File: config.mk
export PLATFORM = sky130hd
export DESIGN_NAME = trace_drain_ctrl
export DESIGN_NICKNAME = d
export VERILOG_FILES = /design/src/rtl/trace_drain_pkg.sv /design/src/rtl/trace_byte_fifo.sv /design/src/rtl/flush_tracker.sv /design/src/rtl/sync_ovf_guard.sv /design/src/rtl/aux_ctrl_reg.sv /design/src/rtl/trace_drain_ctrl.sv
export SDC_FILE = /design/constraint.sdc
export NUM_CORES = 1
export LEC_CHECK = 0
export BUFFER_PORTS_ARGS = -buffer_cell sky130_fd_sc_hd__buf_2
export CAP_MARGIN = 25
export CORE_MARGIN = 8
export CORE_UTILIZATION = 40
export DETAILED_ROUTE_END_ITERATION = 7
export HOLD_SLACK_MARGIN = 0.15
export PLACE_DENSITY = 0.55
export SLEW_MARGIN = 20
export SYNTH_ARGS = -nofsm -noshare
export SYNTH_HDL_FRONTEND = slang
export SYNTH_HIERARCHICAL = 1
export SYNTH_SLANG_ARGS = --single-unit
File: constraint.sdc
create_clock -name clk -period 3.05 [get_ports clk]
set_input_delay 0.61 -clock clk [delete_from_list [all_inputs] [get_ports clk]]
set_output_delay 0.61 -clock clk [all_outputs]
set_load 0.02 [all_outputs]
File: src/rtl/trace_drain_pkg.sv
// Package: shared types for the trace drain controller.
// Assumes: control word is three bits; bit positions fixed as below.
package trace_drain_pkg;
    localparam int AUX_W = 3;

    // Control word: bit 2 overflow force, bit 1 idle override, bit 0 flush override.
    typedef struct packed {
        logic ovf_force;
        logic idle_force;
        logic flush_force;
    } aux_ctrl_t;
endpackage

File: src/rtl/trace_byte_fifo.sv
// Module: circular byte FIFO with occupancy count.
// Assumes: caller may push and pop in the same cycle at full occupancy;
// pushes when full without a pop and pops when empty are ignored.
module trace_byte_fifo #(
    parameter int DEPTH = 16,
    parameter int DW    = 8,
    localparam int AW   = (DEPTH > 1) ? $clog2(DEPTH) : 1,
    localparam int CW   = $clog2(DEPTH + 1)
) (
    input  logic          clk,
    input  logic          rst_n,
    input  logic          push,
    input  logic [DW-1:0] push_data,
    input  logic          pop,
    output logic [DW-1:0] head_data,
    output logic [CW-1:0] occ,
    output logic          empty,
    output logic          full
);
    logic [DW-1:0] mem [DEPTH];
    logic [AW-1:0] wr_ptr;
    logic [AW-1:0] rd_ptr;
    logic          do_push;
    logic          do_pop;

    // Advance a pointer with wrap at DEPTH-1 (DEPTH need not be a power of two).
    function automatic logic [AW-1:0] ptr_next(input logic [AW-1:0] p);
        return (p == AW'(DEPTH - 1)) ? '0 : p + AW'(1);
    endfunction

    // Qualify requests against current occupancy.
    always_comb begin
        empty   = (occ == '0);
        full    = (occ == CW'(DEPTH));
        do_pop  = pop && !empty;
        do_push = push && (!full || do_pop);
    end

    // Storage write; contents need no reset.
    always_ff @(posedge clk) begin
        if (do_push) begin
            mem[wr_ptr] <= push_data;
        end
    end

    // Pointer and occupancy bookkeeping.
    always_ff @(posedge clk) begin
        if (!rst_n) begin
            wr_ptr <= '0;
            rd_ptr <= '0;
            occ    <= '0;
        end else begin
            if (do_push) begin
                wr_ptr <= ptr_next(wr_ptr);
            end
            if (do_pop) begin
                rd_ptr <= ptr_next(rd_ptr);
            end
            case ({do_push, do_pop})
                2'b10:   occ <= occ + CW'(1);
                2'b01:   occ <= occ - CW'(1);
                default: occ <= occ;
            endcase
        end
    end

    // Head of queue is presented combinationally.
    assign head_data = mem[rd_ptr];
endmodule

File: src/rtl/flush_tracker.sv
// Module: tracks bytes queued ahead of a flush request.
// Assumes: flush_req is a level held until ready is seen; pop is a real
// output transfer; occ is the FIFO occupancy in the request cycle.
module flush_tracker #(
    parameter int CW = 5
) (
    input  logic          clk,
    input  logic          rst_n,
    input  logic          flush_req,
    input  logic          pop,
    input  logic [CW-1:0] occ,
    input  logic          idle,
    input  logic          force_ready,
    output logic          flush_ready
);
    logic          tracking;
    logic [CW-1:0] remain;

    // Capture the backlog at request start, then count it down on each pop.
    always_ff @(posedge clk) begin
        if (!rst_n) begin
            tracking <= 1'b0;
            remain   <= '0;
        end else if (!flush_req) begin
            tracking <= 1'b0;
            remain   <= '0;
        end else if (!tracking) begin
            tracking <= 1'b1;
            remain   <= occ - CW'(pop);
        end else if (pop && (remain != '0)) begin
            remain <= remain - CW'(1);
        end
    end

    // Ready when overridden, idle, or the captured backlog has drained.
    assign flush_ready = force_ready || idle || (tracking && (remain == '0));
endmodule

File: src/rtl/sync_ovf_guard.sv
// Module: pending-sync tracking and sticky overflow flag.
// Assumes: sync_due and sync_done are single-cycle pulses; overrun flags a
// push that found the FIFO full with no pop in the same cycle.
module sync_ovf_guard (
    input  logic clk,
    input  logic rst_n,
    input  logic sync_due,
    input  logic sync_done,
    input  logic force_en,
    input  logic overrun,
    output logic force_evt,
    output logic ovf_flag
);
    logic pending;

    // A new due while the previous sync is still open is a late sync.
    assign force_evt = force_en && sync_due && pending && !sync_done;

    // Pending sync: completion closes the old one, a due opens a new one.
    always_ff @(posedge clk) begin
        if (!rst_n) begin
            pending <= 1'b0;
        end else begin
            pending <= sync_due || (pending && !sync_done);
        end
    end

    // Sticky overflow: set beats clear, completion clears.
    always_ff @(posedge clk) begin
        if (!rst_n) begin
            ovf_flag <= 1'b0;
        end else if (force_evt || overrun) begin
            ovf_flag <= 1'b1;
        end else if (sync_done) begin
            ovf_flag <= 1'b0;
        end
    end
endmodule

File: src/rtl/aux_ctrl_reg.sv
// Module: three-bit override control word.
// Assumes: writes are only legal while the trace unit is disabled.
module aux_ctrl_reg
    import trace_drain_pkg::*;
(
    input  logic             clk,
    input  logic             rst_n,
    input  logic             cfg_wr,
    input  logic [AUX_W-1:0] cfg_wdata,
    input  logic             unit_en,
    output aux_ctrl_t        ctrl
);
    // Load on write only while disabled.
    always_ff @(posedge clk) begin
        if (!rst_n) begin
            ctrl <= '0;
        end else if (cfg_wr && !unit_en) begin
            ctrl <= aux_ctrl_t'(cfg_wdata);
        end
    end
endmodule

File: src/rtl/trace_drain_ctrl.sv
// Module: trace FIFO with flush, idle and overflow handshakes (top).
// Assumes: single clock, synchronous active-low reset; input bytes have no
// back-pressure and are dropped when they cannot be stored.
module trace_drain_ctrl
    import trace_drain_pkg::*;
#(
    parameter int DEPTH = 16,
    parameter int DW    = 8
) (
    input  logic             clk,
    input  logic             rst_n,
    input  logic             unit_en,
    input  logic             cfg_wr,
    input  logic [AUX_W-1:0] cfg_wdata,
    output logic [AUX_W-1:0] aux_ctrl,
    input  logic             in_valid,
    input  logic [DW-1:0]    in_data,
    output logic             out_valid,
    output logic [DW-1:0]    out_data,
    input  logic             out_ready,
    input  logic             flush_req,
    output logic             flush_ready,
    input  logic             idle_req,
    output logic             idle_ack,
    input  logic             sync_due,
    input  logic             sync_done,
    output logic             ovf_flag
);
    localparam int CW = $clog2(DEPTH + 1);

    aux_ctrl_t     ctrl;
    logic [CW-1:0] fifo_occ;
    logic          fifo_empty;
    logic          fifo_full;
    logic          pop;
    logic          push;
    logic          overrun;
    logic          force_evt;
    logic          unit_idle;

    // Handshake and gating terms shared by the sub-blocks.
    always_comb begin
        pop       = out_ready && !fifo_empty;
        overrun   = in_valid && !ovf_flag && fifo_full && !pop;
        push      = in_valid && !ovf_flag && !force_evt && (!fifo_full || pop);
        unit_idle = !unit_en && fifo_empty;
        idle_ack  = idle_req && (ctrl.idle_force || unit_idle);
        out_valid = !fifo_empty;
        aux_ctrl  = ctrl;
    end

    aux_ctrl_reg u_aux (
        .clk       (clk),
        .rst_n     (rst_n),
        .cfg_wr    (cfg_wr),
        .cfg_wdata (cfg_wdata),
        .unit_en   (unit_en),
        .ctrl      (ctrl)
    );

    trace_byte_fifo #(.DEPTH(DEPTH), .DW(DW)) u_fifo (
        .clk       (clk),
        .rst_n     (rst_n),
        .push      (push),
        .push_data (in_data),
        .pop       (pop),
        .head_data (out_data),
        .occ       (fifo_occ),
        .empty     (fifo_empty),
        .full      (fifo_full)
    );

    flush_tracker #(.CW(CW)) u_flush (
        .clk         (clk),
        .rst_n       (rst_n),
        .flush_req   (flush_req),
        .pop         (pop),
        .occ         (fifo_occ),
        .idle        (unit_idle),
        .force_ready (ctrl.flush_force),
        .flush_ready (flush_ready)
    );

    sync_ovf_guard u_sync (
        .clk       (clk),
        .rst_n     (rst_n),
        .sync_due  (sync_due),
        .sync_done (sync_done),
        .force_en  (ctrl.ovf_force),
        .overrun   (overrun),
        .force_evt (force_evt),
        .ovf_flag  (ovf_flag)
    );
endmodule

# Word level (Yosys, flattened, before mapping)
# Memory sizes are Yosys's and may differ from the RTL's. A register that Yosys moved wholly into a read port is not among the register bits.
# Cells that the tools add are included.
classes:
  n_addsub: 6
  eq_ne: 6
  mux: 12
  n_reduce_logical: 37
op_table:
  columns: ["operator", "count"]
  rows:
  - ["$logic_and A1 B1 Y1", 17]
  - ["$mux W4", 4]
  - ["$logic_not A5 Y1", 2]
  - ["$mux W5", 2]
  - ["$pmux W5 S2", 1]
  - ["$sub A5 B1 Y5 const B", 2]
  - ["$add A4 B1 Y4 const B", 2]
  - ["$eq A4 B4 Y1 const B", 2]
  - ["$logic_not A1 Y1", 7]
  - ["$logic_or A1 B1 Y1", 7]
  - ["$add A5 B1 Y5 const B", 1]
  - ["$eq A5 B5 Y1 const B", 1]
  - ["$mux W1", 5]
  - ["$reduce_bool A5 Y1", 1]
  - ["$sub A5 B1 Y5", 1]
  - ["$reduce_bool A2 Y1", 2]
  - ["$eq A2 B1 Y1 const B", 1]
  - ["$eq A2 B2 Y1 const B", 1]
  - ["$ne A2 B2 Y1 const B", 1]
  - ["$reduce_and A2 Y1", 1]
totals:
  regBits: 24
  ramBits: 128
  inputBits: 21
  out_inout_bits: 15
  elab_cells: 72
  n_memories: 1
mem_list:
  columns: ["name", "words", "width", "read_ports", "rd_ports_with_merged_regs", "wr", "line", "text"]
  rows:
  - ["u_fifo.mem", 16, 8, 1, 1, 1, "trace_byte_fifo.sv:20", "logic [DW-1:0] mem [DEPTH];"]

# Depth between registers and ports, before layout
depth:
  ltp_word: 9
  ltp_mapped: 12

# Hierarchy
# The synthesis kept the hierarchy.
by_module_without_submodules:
  columns: ["module", "n_inst", "cells_per_inst", "area_each_um2", "seq_area_each_um2"]
  rows:
  - ["trace_byte_fifo", 1, 315, 5863.1, 4184.0]
  - ["flush_tracker", 1, 49, 406.6, 120.1]
  - ["aux_ctrl_reg", 1, 13, 126.4, 60.1]
  - ["sync_ovf_guard", 1, 7, 85.1, 40.0]
  - ["trace_drain_ctrl", 1, 8, 81.3, 0.0]

# Worst setup path after synthesis
# No wires, ideal clock.
synth_timing:
  kind: "flip-flop to flip-flop"
  start: "register u_fifo.occ[1]"
  end: "memory u_fifo.mem[1][0], enable pin"
  setup_ns: 0.398
  arrival_time_ns: 2.690
  required_time_ns: 2.652
  setup_slack_ns: -0.038
  path_stages_with_launch: 8
  path_buffers: 1
  synth_period_minus_slack_ns: 3.088
  cell_sequence: "dfxtp_1 -> or4_4 -> buf_6 -> nor2_1 -> nand2b_4 -> a2111oi_4 -> o21ai_4 -> nor4b_1"
synth_between:
  elab_chain_cells: 8
  elab_cells_between_ends: 12
  cone_classes: "eq/ne: 1; mux: 2; reduce/logical: 9"
synth_rtl:
  columns: ["element", "line", "text"]
  rows:
  - ["start, declared", "trace_byte_fifo.sv:16", "output logic [CW-1:0] occ,"]
  - ["start signal, assigned", "trace_byte_fifo.sv:60", "2'b10: occ <= occ + CW'(1);"]
  - ["start signal, assigned", "trace_byte_fifo.sv:61", "2'b01: occ <= occ - CW'(1);"]
  - ["$logic_not A5 Y1", "trace_byte_fifo.sv:33", "empty = (occ == '0);"]
  - ["net fifo_empty", "trace_drain_ctrl.sv:33", "logic fifo_empty;"]
  - ["$logic_not A1 Y1", "trace_drain_ctrl.sv:43", "pop = out_ready && !fifo_empty;"]
  - ["$logic_and A1 B1 Y1", "trace_drain_ctrl.sv:43", null]
  - ["$logic_or A1 B1 Y1", "trace_drain_ctrl.sv:45", "push = in_valid && !ovf_flag && !force_evt && (!fifo_full || pop);"]
  - ["$logic_and A1 B1 Y1", "trace_drain_ctrl.sv:45", null]
  - ["net push", "trace_drain_ctrl.sv:36", "logic push;"]
  - ["$logic_and A1 B1 Y1", "trace_byte_fifo.sv:36", "do_push = push && (!full || do_pop);"]
  - ["$mux W1", "trace_byte_fifo.sv:41", "if (do_push) begin"]
  - ["$mux W1 (not written as such)", "trace_byte_fifo.sv:42", "mem[wr_ptr] <= push_data;"]
  - ["end, declared", "trace_byte_fifo.sv:20", null]
# The timed path passes the listed nets, and every way through them passes these cells.

==> results.sh <==
export IMPL_clk_latency_ps=410
export IMPL_vdd_drop_max_v=0.000398
export IMPL_max_freq_mhz=360
export IMPL_start_kind="flip-flop"
export IMPL_finalCritPeriodShare_pct=91.1
export IMPL_reg2reg_depth=11
export IMPL_switching_share_pct=26.9
export IMPL_clkTransAtPathRegs_ps=60
export IMPL_port_buffers=35
export IMPL_synthToLayoutAreaGrowth_pct=18.2
export IMPL_syn_cell_area_um2=6560
export IMPL_row_count=47
export IMPL_crit_chain="buf_12 -> mux4_2 -> a22oi_1 -> nand2_1 -> buf_2"
export IMPL_skew_ps=5.34
export IMPL_n_antenna_cell=0
export IMPL_clockRootBuffer="clkbuf_16"
export IMPL_drv_slew=0
export IMPL_gp_routability_congestion=0.798
export IMPL_worst_slew_pin_slew_ps=844
export IMPL_min_delay_start="sync_due"
export IMPL_ys_warn_count=6
export IMPL_hold_class="input pin to flip-flop"
export IMPL_cp_depth=5
export IMPL_critPathTopFamily="multiplexers"
export IMPL_drive_gt1_share_pct=29.8
export IMPL_fill_cells=1435
export IMPL_initial_utilization_pct=40.3
export IMPL_synth_avg_cell_area_um2=16.7
export IMPL_netlist_instances=392
export IMPL_worstPathArrival_ps=2170
export IMPL_grt_remaining_overflow=0
export IMPL_cts_hold_buf=0
export IMPL_worstSetupEndpoint="out_data[7]"
export IMPL_hpwl_um=8760
export IMPL_io_pins=36
export IMPL_final_common_cell="edfxtp_1"
export IMPL_maxCapViolCount=0
export IMPL_critical_path_required_ps=2440
export IMPL_synth_fp_nets=425
export IMPL_via_per_inst=5.28
export IMPL_final_util_pct=47.6
export IMPL_p_leak_nw=2.67
export IMPL_crit_path_max_fanout=32
export IMPL_synth_flop_cell="edfxtp_1"
export IMPL_hold_violations=0
export IMPL_cts_inserted_buffers=17
export IMPL_min_period_ps=2780
export IMPL_rsz0062_at_grt="false"
export IMPL_cp_slowest_cell="mux4_2"
export IMPL_critical_path_max_stage_delay_ps=540
export IMPL_r2r_slack_ps=280
export IMPL_rr_endpoint="u_fifo/occ[4]"
export IMPL_drtAntennaViolNets=0
export IMPL_nets=486
export IMPL_die_x_um=144
export IMPL_slew_headroom_pct=43.5
export IMPL_power_density_nw_per_um2=746
export IMPL_synth_edff_count=128
export IMPL_cts_setup_buffers=0
export IMPL_cts_tree="yes"
export IMPL_rr_startpoint="u_fifo/occ[3]"
export IMPL_clockBufferDepth=2
export IMPL_clock_sink_count=156
export IMPL_ys_seq_area_share_pct=67.1
export IMPL_combinationalPowerShare_pct=22.1
export IMPL_die_area_um2=20800
export IMPL_grt_pass1_wl_um=20800
export IMPL_crit_path_end_kind="output port"
export IMPL_async_flop_share_pct=0
export IMPL_coreArea_um2=16300
export IMPL_p_clk_share_pct=35.6
export IMPL_grt_pass1_vias=3818
export IMPL_finalWirelength_um=13300
export IMPL_seq_power_share_pct=42.3
export IMPL_track_usage_pct=13.7
export IMPL_preCtsSetupSlack_ps=-11.8
export IMPL_path_class="flip-flop to output port"
export IMPL_remaining_drc_errors=0
export IMPL_synth_distinct_cells=56
export IMPL_die_h_um=144
export IMPL_critPathBufInv=2
export IMPL_wl_per_cell_um=19.5
export IMPL_drtIter0Drc=213
export IMPL_switchingPower_w=0.00156
export IMPL_vias=3625
export IMPL_h_tree_depth=4
export IMPL_outcome="finished clean"
export IMPL_multi_input_area_um2=2080
export IMPL_seq_area_um2=4410
export IMPL_antenna_found_initial=0
export IMPL_fin_ws_ps=271
export IMPL_final_cell_mix="edfxtp_1 (128), buf_2 (35), mux4_2 (32)"
export IMPL_internal_power_w=0.00423
export IMPL_first_pass_iters=4
export IMPL_grt_max_degree=33
export IMPL_setup_viol=0
export IMPL_ys_ff_latch=156
## cells in the mapped netlist, types with 2 or more instances
master     number  area (µm²)
a21oi_1         6        30.0
mux2i_1        10         100
nor2b_1         4        25.0
a311o_1         2        20.0
nor2_1         12        45.0
and2_1          9        56.3
dfxtp_1        28         561
nand3_1         4        20.0
a21o_1          4        30.0
buf_2           3        15.0
o21ai_0         6        30.0
ha_1           11         138
buf_1           3        11.3
nand2_1        29         109
nor3b_1         3        22.5
clkbuf_1        8        30.0
nor4b_1         5        43.8
nor2b_4         2        27.5
a31oi_1         4        25.0
a22oi_1        16         120
xnor2_1         2        17.5
xor2_1          4        35.0
o211ai_1        3        22.5
nand2b_1        4        25.0
and3_1          4        25.0
o2111ai_1       2        17.5
edfxtp_1      128        3840
a211oi_1        2        15.0
mux4_2         32         721
a311oi_2        2        30.0
o21a_1          3        22.5
inv_1          13        48.8
## layer usage
metal,wire [µm],vias to the layer above,track usage [%]
met5,0,-,0
met3,536,13,3.90
met4,189,0,4.76
met1,5960,1860,16.2
li1,-,1677,-
met2,6660,75,23.4
## how the worst min path moves through the flow
stage / endpoint / slack, ps / depth (start not counted)
after floorplan: flip-flop / 470 / 2
after CTS: u_sync/pending / 400 / 2
after global placement: u_aux/ctrl[1] / 460 / 2
after global routing: u_sync/pending / 410 / 2
final: u_sync/pending / 420 / 2
after detailed placement: u_aux/ctrl[1] / 470 / 2
## worst register-to-register path, cell delays in order, from the launching register on
cell	delay [ps]
dfxtp_1	310
or4_4	550
nor2_1	170
nand2b_4	170
a2111oi_4	70
nand2b_1	220
a21oi_4	220
ha_1	310
a21oi_2	210
nand2_1	100
o211ai_1	210
a31oi_1	110
## layout make-up
type                    count  share of cell area (%)
clock buffers              23                    6.03
repair buffers             57                    4.71
multi-input cells         207                    26.8
clock inverters             9                    1.45
well taps                 220                    3.55
inverters                  14                   0.677
flip-flops and latches    156                    56.8
## flip-flops by register name, summed over array words and instances, names as in the netlist, named ones only
register,cells
u_fifo/mem,128
u_fifo/occ,5
u_flush/remain,5
u_fifo/rd_ptr,4
u_fifo/wr_ptr,4
u_aux/ctrl,3
u_flush/tracking,1
u_sync/ovf_flag,1
u_sync/pending,1
## timing repair
action	4_1_cts	5_1_grt
endpoints found under the hold margin	0	0
setup endpoints to repair	1	2
gates resized for setup	1	2
## kinds of logic (layout without fill, tap and decap cells)
kind of cell	count (synthesis)	count (layout)	synth area share, %
adders and majority gates	12	12	2.40
buffers and inverters	29	103	1.83
muxes	42	42	12.5
xor gates and xnor gates	6	6	0.801
AOI/OAI and AO/OA	57	57	7.00
and+or+nand+nor	90	90	8.35
DFF	156	156	67.1
## per-stage QoR
| stage | std cells | setup TNS [ps] | hold WS [ps] | power [W] | instance area [µm²] |
|---|---|---|---|---|---|
| 5_1_grt | 686 | 0 | 406 | 0.00604 | 7760 |
| 3_3_place_gp | 654 | 0 | 456 | 0.00376 | 7160 |
| 4_1_cts | 686 | 0 | 399 | 0.00584 | 7750 |
| 3_5_place_dp | 654 | -11.8 | 473 | 0.00378 | 7160 |
| 6_report | 686 | 0 | 418 | 0.00578 | 7760 |
| 2_1_floorplan | 392 | -716 | 467 | 0.00340 | 6560 |
## power groups by stage
stage,Clock (W),Combinational (W),Sequential (W)
after floorplan,0,0.000896,0.00251
after global placement,0,0.00128,0.00248
after detailed placement,0,0.00129,0.00249
after CTS,0.00210,0.00130,0.00245
after global routing,0.00219,0.00140,0.00245
final,0.00206,0.00128,0.00245
Note: power is estimated with default switching activity, not from simulation.
